--- config.mk ---
export PLATFORM = sky130hd
export DESIGN_NAME = usb_line_qual
export DESIGN_NICKNAME = d
export VERILOG_FILES = /design/src/rtl/usb_line_pkg.sv /design/src/rtl/usb_line_dp.sv /design/src/rtl/usb_line_ctrl.sv /design/src/rtl/usb_line_qual.sv
export SDC_FILE = /design/constraint.sdc
export NUM_CORES = 1
export LEC_CHECK = 0
export ABC_AREA = 1
export ABC_CLOCK_PERIOD_IN_PS = 1590
export BUFFER_PORTS_ARGS = -buffer_cell sky130_fd_sc_hd__buf_4
export CORE_MARGIN = 2
export CORE_UTILIZATION = 56
export DETAILED_ROUTE_END_ITERATION = 10
export GPL_TIMING_DRIVEN = 0
export PLACE_DENSITY = 0.78
export SYNTH_ARGS = -nofsm -noshare
export SYNTH_HDL_FRONTEND = slang
export SYNTH_SLANG_ARGS = --single-unit
--- constraint.sdc ---
create_clock -name clk -period 1.59 [get_ports clk]
set_input_delay 0.2385 -clock clk [delete_from_list [all_inputs] [get_ports clk]]
set_output_delay 0.2385 -clock clk [all_outputs]
set_load 0.05 [all_outputs]
--- src/rtl/usb_line_pkg.sv ---
package usb_line_pkg;

  typedef enum logic [1:0] {
    LINE_SE0 = 2'b00,
    LINE_J   = 2'b01,
    LINE_K   = 2'b10
  } lineSym_t;

  // strobes from control to datapath
  typedef struct packed {
    logic loadLock;
    logic clearLock;
  } ctrlStrobe_t;

  // qualified conditions from datapath to control
  typedef struct packed {
    logic rcvSync;
    logic se0Qual;
    logic exitQual;
    logic lockBusy;
  } dpStatus_t;

  function automatic int nsToCycles(input int ns, input int mhz);
    return (ns * mhz + 999) / 1000;
  endfunction

endpackage

--- src/rtl/usb_line_dp.sv ---
module usb_line_dp
  import usb_line_pkg::*;
#(
  parameter int CNT_W    = 8,
  parameter int LS_CYC   = 53,
  parameter int FS_CYC   = 4,
  parameter int EXIT_CYC = 11,
  parameter int LOCK_CYC = 11
) (
  input  logic             clk,
  input  logic             rstN,
  input  logic             rcvIn,
  input  logic             vpIn,
  input  logic             vmIn,
  input  logic             fsPacket,
  input  logic             holdClear,
  input  ctrlStrobe_t      strobe,
  output dpStatus_t        status,
  output logic [CNT_W-1:0] se0Count
);

  localparam int NSYNC = 3;
  localparam int HI_W  = $clog2(EXIT_CYC + 1);
  localparam int LK_W  = $clog2(LOCK_CYC + 1);
  localparam logic [CNT_W-1:0] CNT_MAX = '1;
  localparam logic [CNT_W-1:0] LS_THR  = CNT_W'(LS_CYC);
  localparam logic [CNT_W-1:0] FS_THR  = CNT_W'(FS_CYC);
  localparam logic [HI_W-1:0]  HI_MAX  = HI_W'(EXIT_CYC);
  localparam logic [LK_W-1:0]  LK_LOAD = LK_W'(LOCK_CYC);

  logic [NSYNC-1:0] rawIn, syncA, syncB;
  logic             se0Raw;
  logic [HI_W-1:0]  highCnt;
  logic [LK_W-1:0]  lockCnt;

  assign rawIn = {rcvIn, vpIn, vmIn};

  generate
    for (genvar g = 0; g < NSYNC; g++) begin : g_sync
      always_ff @(posedge clk or negedge rstN) begin
        if (!rstN) begin
          syncA[g] <= 1'b0;
          syncB[g] <= 1'b0;
        end else begin
          syncA[g] <= rawIn[g];
          syncB[g] <= syncA[g];
        end
      end
    end
  endgenerate

  assign se0Raw = !syncB[1] && !syncB[0];

  always_ff @(posedge clk or negedge rstN) begin
    if (!rstN) begin
      se0Count <= '0;
      highCnt  <= '0;
      lockCnt  <= '0;
    end else begin
      if (holdClear || !se0Raw)    se0Count <= '0;
      else if (se0Count != CNT_MAX) se0Count <= se0Count + 1'b1;

      if (se0Raw)                highCnt <= '0;
      else if (highCnt != HI_MAX) highCnt <= highCnt + 1'b1;

      if (strobe.loadLock)       lockCnt <= LK_LOAD;
      else if (strobe.clearLock) lockCnt <= '0;
      else if (lockCnt != '0)    lockCnt <= lockCnt - 1'b1;
    end
  end

  assign status.rcvSync  = syncB[2];
  assign status.se0Qual  = se0Count >= (fsPacket ? FS_THR : LS_THR);
  assign status.exitQual = highCnt == HI_MAX;
  assign status.lockBusy = lockCnt != '0;

  // a line seen high clears the duration count
  a_r7_clear_on_high: assert property (@(posedge clk) disable iff (!rstN)
    !se0Raw |=> se0Count == '0);
  // the hold input forces the count to zero
  a_r8_hold_zero: assert property (@(posedge clk) disable iff (!rstN)
    holdClear |=> se0Count == '0);
  // a saturated count stays saturated while SE0 lasts
  a_r9_no_wrap: assert property (@(posedge clk) disable iff (!rstN)
    (se0Count == CNT_MAX && se0Raw && !holdClear) |=> se0Count == CNT_MAX);

endmodule

--- src/rtl/usb_line_ctrl.sv ---
module usb_line_ctrl
  import usb_line_pkg::*;
(
  input  logic        clk,
  input  logic        rstN,
  input  dpStatus_t   status,
  output ctrlStrobe_t strobe,
  output lineSym_t    lineSym,
  output logic        lineChange
);

  lineSym_t nxtSym, rcvSym;

  assign rcvSym = status.rcvSync ? LINE_J : LINE_K;

  always_comb begin
    nxtSym = lineSym;
    strobe = '0;
    if (lineSym == LINE_SE0) begin
      if (status.exitQual) nxtSym = LINE_J;
    end else if (status.se0Qual) begin
      nxtSym          = LINE_SE0;
      strobe.clearLock = 1'b1;
    end else if (!status.lockBusy && rcvSym != lineSym) begin
      nxtSym          = rcvSym;
      strobe.loadLock = 1'b1;
    end
  end

  always_ff @(posedge clk or negedge rstN) begin
    if (!rstN) begin
      lineSym    <= LINE_SE0;
      lineChange <= 1'b0;
    end else begin
      lineSym    <= nxtSym;
      lineChange <= nxtSym != lineSym;
    end
  end

  // every symbol change is flagged
  a_r11_change_pulse: assert property (@(posedge clk) disable iff (!rstN)
    (lineSym != $past(lineSym)) |-> lineChange);
  // leaving SE0 never lands on K
  a_r5_exit_to_j: assert property (@(posedge clk) disable iff (!rstN)
    (lineSym == LINE_SE0) |=> lineSym != LINE_K);
  // no J/K change while the receiver lockout runs
  a_r2_lockout: assert property (@(posedge clk) disable iff (!rstN)
    (lineSym != LINE_SE0 && status.lockBusy && !status.se0Qual) |=> $stable(lineSym));
  // SE0 is never entered without a qualified window
  a_r3_se0_needs_window: assert property (@(posedge clk) disable iff (!rstN)
    (lineSym != LINE_SE0 && !status.se0Qual) |=> lineSym != LINE_SE0);

endmodule

--- src/rtl/usb_line_qual.sv ---
module usb_line_qual
  import usb_line_pkg::*;
#(
  parameter int CLK_MHZ   = 250,
  parameter int LS_SE0_NS = 210,
  parameter int FS_SE0_NS = 14,
  parameter int EXIT_NS   = 41,
  parameter int LOCK_NS   = 41,
  parameter int CNT_W     = 8
) (
  input  logic             clk,
  input  logic             rstN,
  input  logic             rcvIn,
  input  logic             vpIn,
  input  logic             vmIn,
  input  logic             fsPacket,
  input  logic             holdClear,
  output logic [1:0]       lineState,
  output logic             lineChange,
  output logic [CNT_W-1:0] se0Count
);

  localparam int LS_CYC   = nsToCycles(LS_SE0_NS, CLK_MHZ);
  localparam int FS_CYC   = nsToCycles(FS_SE0_NS, CLK_MHZ);
  localparam int EXIT_CYC = nsToCycles(EXIT_NS, CLK_MHZ);
  localparam int LOCK_CYC = nsToCycles(LOCK_NS, CLK_MHZ);

  ctrlStrobe_t strobe;
  dpStatus_t   status;
  lineSym_t    lineSym;

  usb_line_dp #(
    .CNT_W(CNT_W), .LS_CYC(LS_CYC), .FS_CYC(FS_CYC),
    .EXIT_CYC(EXIT_CYC), .LOCK_CYC(LOCK_CYC)
  ) i_dp (
    .clk(clk), .rstN(rstN), .rcvIn(rcvIn), .vpIn(vpIn), .vmIn(vmIn),
    .fsPacket(fsPacket), .holdClear(holdClear), .strobe(strobe),
    .status(status), .se0Count(se0Count)
  );

  usb_line_ctrl i_ctrl (
    .clk(clk), .rstN(rstN), .status(status), .strobe(strobe),
    .lineSym(lineSym), .lineChange(lineChange)
  );

  assign lineState = lineSym;

endmodule

==> flow_metrics.tcl, run 1 <==
set metrics [dict create \
    status "finished clean" \
    timing.final.crit_share 0.914 \
    path_common_cell "nand2_1" \
    dominantRegCellSynth "dfrtp_1" \
    dpl_cell_area_um2 1480 \
    syn_area_um2 1320 \
    seq_area_um2 628 \
    htreeDepth 1 \
    ir_drop_uv 759 \
    avgSynthCellArea_um2 8.66 \
    synth_area_leader_cell "dfrtp_1" \
    critPathKind "flop to flop" \
    crit_arrival_ns 1.69 \
    netlist-cell-type-count 29 \
    start_util 0.595 \
    intPower_mw 1.10 \
    fp.dieW_um 52.5 \
    finalSetupViolCount 0 \
    path_cells "inv_2, ha_1, inv_1, nand2_1, nand2_1, nand2_1, nand2_1, nand2_2, o21ai_0, nand2_1" \
    overflow 0 \
    hold_violations 0 \
    postCtsSetupRepairBufs 0 \
    fin_nets 192 \
    synth_edf_count 0 \
    clock_skew_ns 0.00479 \
    viasPerCell 4.87 \
    cts_buffers 3 \
    mostFrequentLayoutCell "nand2_1" \
    end_kind "flop" \
    leakage_nw 0.882 \
    drt_wl_total_um 2190 \
    place.gp.congestion 0.802 \
    synth-async-reset-ratio 1.00 \
    vias 998 \
    clock.fmax_mhz 688 \
    clock_latency_ns 0.32 \
    ant_nets 0 \
    first_pass_iters 4 \
    netlist_instances 152 \
    syn_nets 166 \
    total_power_mw 1.74 \
    hold_path_class "input port to flop" \
    cts_tree "done" \
    start_kind "flop" \
    ios 18 \
    drv_slew 0 \
    swShare 0.368 \
    layout-drive-gt1-share 0.226 \
    synth_seq_area_share 0.475 \
    max-slew-margin-rel 0.789 \
    tightest_slew_ns 0.317 \
    cts.clk_slew.worst_paths_ns 0.14 \
    io_buffers 17 \
    worst_path_max_delay_cell "dfrtp_2" \
    finalSetupTns_ns 0 \
    yosysTopAreaCellShare 0.475 \
    core_um2 2210 \
    grt_pass1_vias 980 \
    cts-root-buf "clkbuf_4" \
    crit_path_max_incr_delay_ns 0.45 \
    synth-seq-cells 25 \
    design_area_um2 1550 \
    multi_input_area_um2 598 \
    cp.required_ns 1.82 \
    fp.dieArea_um2 2750 \
    pwr-share-seq 0.486 \
    dp_hpwl_um 1640 \
    yosysWarningCount 0 \
    grt_max_degree 26 \
    grt_pass1_wl_um 3940 \
    wl_per_cell_um 10.7 \
    cap_viol_max_count 0 \
    pwr_density_cell_nw_per_um2 1120 \
    p_clk_frac 0.168 \
    most-common-layout-cells "35 x nand2_1, 23 x dfrtp_1, 18 x inv_1" \
    comb_power_share 0.346 \
    drtIter0Drc 20 \
    rows 17 \
    cp_max_fo 4 \
    antenna_cells 0 \
    cts_sinks 25 \
    min_period_ns 1.45 \
    grt_usage 0.196 \
    p_sw_mw 0.641 \
    synth_area_leaders "dfrtp_1 48%, nand2_1 10%, ha_1 6.7%" \
    whs_ns 0.189 \
    rsz0062_at_grt "no" \
    area_growth_pct 18.1 \
    fillers 189 \
    antenna_found_initial 0 \
    drc 0 \
    die_y_um 52.5 \
    cts_buffer_depth 2 \
]
-- cells in the mapped netlist, drive strengths merged (2+ instances only) --
master and instances:
nor2 15, nand2 38, o21ai 8, xor2 2, ha 7, dfrtp 25
a21oi 6, buf 2, nor3 3, or2 4, inv 21, xnor2 2
nand3 13
-- power by group through the flow --
stage | combinational [mW] | sequential, mW | clock (mW)
after global placement | 0.557 | 0.853 | 0
after global routing | 0.692 | 0.865 | 0.324
after CTS | 0.606 | 0.845 | 0.302
after floorplan | 0.394 | 0.906 | 0
final | 0.603 | 0.845 | 0.292
after detailed placement | 0.594 | 0.859 | 0
-- worst max-delay path: cells and delay by family, from the launching register on --
kind,cells,cell delay (ns)
adders and majority gates,1,0.23
AOI/OAI and AO/OA,1,0.16
DFF,1,0.45
and+or+nand+nor,6,0.39
buffers and inverters,2,0.14
-- registers in the layout (all words and copies together), names as in the netlist --
register and flops:
i_ctrl.lineChange 1, i_dp.highCnt 4, i_dp.syncB 2, i_dp.se0Count 8
i_dp.status 1, i_dp.lockCnt 4, i_ctrl.lineSym 2, i_dp.syncA 3
-- stage by stage --
stage	setup slack [ns]	std cells	util
final	0.136	205	0.702
after global routing	0.00711	205	0.702
after CTS	0.0463	205	0.701
after detailed placement	0.0776	197	0.670
after global placement	0.102	197	0.670
after floorplan	-0.0130	152	-
-- metal layers --
metal | GRT usage | routed length [um]
met5 | 0 | 0
met1 | 0.245 | 1010
met4 | 0.0812 | 40
met3 | 0.0343 | 60
met2 | 0.331 | 1080
-- worst paths after layout --
kind | from | to | slack, ns | cells past startpoint
min | holdClear | i_dp.se0Count[7]$_DFFE_PN0P_ | 0.19 | 4
max | i_dp.se0Count[0]$_DFFE_PN0P_ | i_ctrl.lineChange$_DFF_PN0_ | 0.14 | 10
min in group asynchronous | rstN | i_ctrl.lineSym[1]$_DFF_PN0_ | 0.33 | 2
max reg2reg | i_dp.se0Count[0]$_DFFE_PN0P_ | i_ctrl.lineChange$_DFF_PN0_ | 0.14 | 10
min reg2reg | i_dp.syncA[2]$_DFF_PN0_ | i_dp.status[3]$_DFF_PN0_ | 0.37 | 0
max in group asynchronous | rstN | i_dp.se0Count[0]$_DFFE_PN0P_ | 1.00 | 2
-- cells by family (layout without fill, tap and decap cells) --
| group | Yosys count | after routing | synth area share |
|---|---|---|---|
| buf+inv | 23 | 48 | 0.0722 |
| fa+ha+maj | 7 | 7 | 0.0665 |
| xor+xnor | 4 | 4 | 0.0266 |
| compound gates | 17 | 17 | 0.0751 |
| simple gates | 76 | 76 | 0.284 |
| flops | 25 | 25 | 0.475 |
-- final cells by class --
cell class | instances | share of cell area
repair buffers | 21 | 0.108
well taps | 28 | 0.0225
clock buffers | 3 | 0.0145
plain buffers | 2 | 0.0105
clock inverters | 1 | 0.00483
multi-input cells | 104 | 0.385
inverters | 21 | 0.0507
flip-flops and latches | 25 | 0.404
-- repair_timing --
| item | 4_1_cts | 5_1_grt |
|---|---|---|
| resized for setup | 0 | 2 |
| hold buffers | 4 | 0 |
| endpoints found under the setup margin | 0 | 5 |
| endpoints found under the hold margin | 28 | 0 |
(Power assumes the default switching activity.)
==> run 2: changes to the inputs <==
CORE_ASPECT_RATIO = 0.6   (was unset)
==> run 2 against run 1 <==
Net effect: critical path depth is 3 lower; largest cell class unchanged; cell count stayed put; sequential cell count stayed put; sequential share of layout area is 0.55 points lower; worst hold slack worse by 0.12 ns; combinational power is 4.5% higher; first-iteration DRC count grew to 4.3 times the previous value; clock power is 30% higher; worst setup slack worse by 0.040 ns; wire length is 23% higher; power is 7.5% higher; highest routed layer unchanged; global-route usage is 1.7 points higher.
==> flow_metrics.tcl, run 2 (synthesized netlist as in run 1, its figures left out) <==
set metrics [dict create \
    status "finished clean" \
    crit_path_max_incr_delay_ns 0.46 \
    viasPerCell 5.20 \
    place.gp.congestion 0.855 \
    first_pass_iters 4 \
    drc 0 \
    cp.required_ns 1.75 \
    fin_nets 190 \
    fillers 163 \
    critPathBufInv 0 \
    drt_wl_total_um 2680 \
    antenna_cells 0 \
    worst_path_max_delay_cell "dfrtp_2" \
    dpl_cell_area_um2 1480 \
    cts_tree "done" \
    timing.final.crit_share 0.939 \
    core_um2 2200 \
    crit_arrival_ns 1.66 \
    start_util 0.599 \
    crit-reg2reg-launch "i_dp.se0Count[5]$_DFFE_PN0P_" \
    antenna_found_initial 0 \
    hold_violations 0 \
    clock_skew_ns 0.00412 \
    reg_top3 "i_dp.se0Count (8), i_dp.highCnt (4), i_dp.lockCnt (4)" \
    most-common-layout-cells "34 x nand2_1, 23 x dfrtp_1, 18 x inv_1, 18 x buf_4" \
    dp_hpwl_um 2030 \
    max-slew-margin-rel 0.790 \
    hp-start "vmIn" \
    largest_register "i_dp.se0Count" \
    ios 18 \
    whs_ns 0.0699 \
    die_y_um 41.6 \
    crit_family "simple AND/OR/NAND/NOR gates" \
    overflow 0 \
    grt_pass1_wl_um 4440 \
    cts_buffer_depth 2 \
    rr_worst_depth 7 \
    reg2reg_to "i_dp.lockCnt[2]$_DFFE_PN0P_" \
    grt_pass1_vias 1008 \
    clock.fmax_mhz 670 \
    finalCoreUtilization 0.717 \
    clock_latency_ns 0.27 \
    leakage_nw 0.888 \
    rows 13 \
    hold_path_class "input port to flop" \
    drv_slew 0 \
    grt_usage 0.213 \
    path_cells "ha_1, nand2_1, nor2_1, nand2_2, nand2_4, nand2_2, and3_1" \
    cts-root-buf "clkbuf_8" \
    mostFrequentLayoutCell "nand2_1" \
    setup_ws_ns 0.0965 \
    cp_max_fo 7 \
    grt_max_degree 26 \
    critPathKind "flop to flop" \
    pwr_density_cell_nw_per_um2 1190 \
    fp.dieW_um 66.6 \
    cts_buffers 3 \
    cap_viol_max_count 0 \
    design_area_um2 1580 \
    holdPathStages 1 \
    ir_drop_uv 742 \
    start_kind "flop" \
    cts.clk_slew.worst_paths_ns 0.09 \
    htreeDepth 1 \
    io_buffers 17 \
    area_growth_pct 19.7 \
    tightest_slew_ns 0.315 \
    path_common_cell "nand2_2" \
    r2r_slack_ns 0.1 \
    whs_endpoint "i_dp.syncA[0]$_DFF_PN0_" \
    ant_nets 0 \
    vias 1065 \
    cts_sinks 25 \
    layout-drive-gt1-share 0.251 \
    min_period_ns 1.49 \
    fp.dieArea_um2 2770 \
    dp.cells 199 \
    drtIter0Drc 85 \
    finalSetupViolCount 0 \
    wl_per_cell_um 13.1 \
    dp_slack_ns 0.0351 \
    fin_cells 205 \
    end_kind "flop" \
    largest_register_ffs 8 \
]
[run 2: changes by cell type in the layout (fill, tap and decap cells not counted), sizes merged]
cell / change
dlygate4sd3: -3
buf: +1
[run 2: how the worst max path moves through the flow]
stage / slack [ns] / startpoint / end / depth (start not counted)
3_3_place_gp: 0.10 / i_dp.se0Count[0]$_DFFE_PN0P_ / i_ctrl.lineChange$_DFF_PN0_ / 10
3_5_place_dp: 0.04 / i_dp.se0Count[0]$_DFFE_PN0P_ / i_dp.lockCnt[1]$_DFFE_PN0P_ / 11
6_report: 0.1 / i_dp.se0Count[5]$_DFFE_PN0P_ / i_dp.lockCnt[2]$_DFFE_PN0P_ / 7
5_1_grt: -0.01 / i_dp.se0Count[0]$_DFFE_PN0P_ / i_ctrl.lineChange$_DFF_PN0_ / 10
4_1_cts: 0.008 / i_dp.se0Count[0]$_DFFE_PN0P_ / i_dp.lockCnt[1]$_DFFE_PN0P_ / 11
2_1_floorplan: -0.01 / i_dp.se0Count[0]$_DFFE_PN0P_ / i_dp.lockCnt[2]$_DFFE_PN0P_ / 10
[run 2: timing repair]
action / 4_1_cts / 5_1_grt
resized for setup: 0 / 8
buffers inserted: 0 / 1
hold endpoints to repair: 25 / 0
setup endpoints to repair: 0 / 5
hold buffers: 1 / 0
[run 2: metal layers]
layer  GRT usage  wire [um]
met5           0          0
met4      0.0449         10
met3      0.0542        136
met2       0.346       1220
met1       0.291       1310
[run 2: report_power, final]
part / internal [mW] / switching (mW)
registers: 0.758 / 0.102
clock network: 0.177 / 0.204
logic: 0.252 / 0.379
[run 2: cell type report]
| cell class | instances | area, um2 | area share |
|---|---|---|---|
| Buffer | 2 | 16.3 | 0.0103 |
| Clock buffer | 3 | 41.3 | 0.0262 |
| Clock inverter | 1 | 7.51 | 0.00477 |
| Inverter | 21 | 78.8 | 0.0500 |
| Multi-Input combinational cell | 104 | 621 | 0.394 |
| Sequential cell | 25 | 628 | 0.399 |
| Tap cell | 30 | 37.5 | 0.0238 |
| Timing Repair Buffer | 19 | 145 | 0.0921 |
[run 2: per-stage QoR]
step / power (mW) / setup TNS [ns]
final: 1.87 / 0
after global routing: 1.99 / -0.0141
after CTS: 1.85 / 0
after detailed placement: 1.47 / 0
after global placement: 1.41 / 0
after floorplan: 1.30 / -0.0130
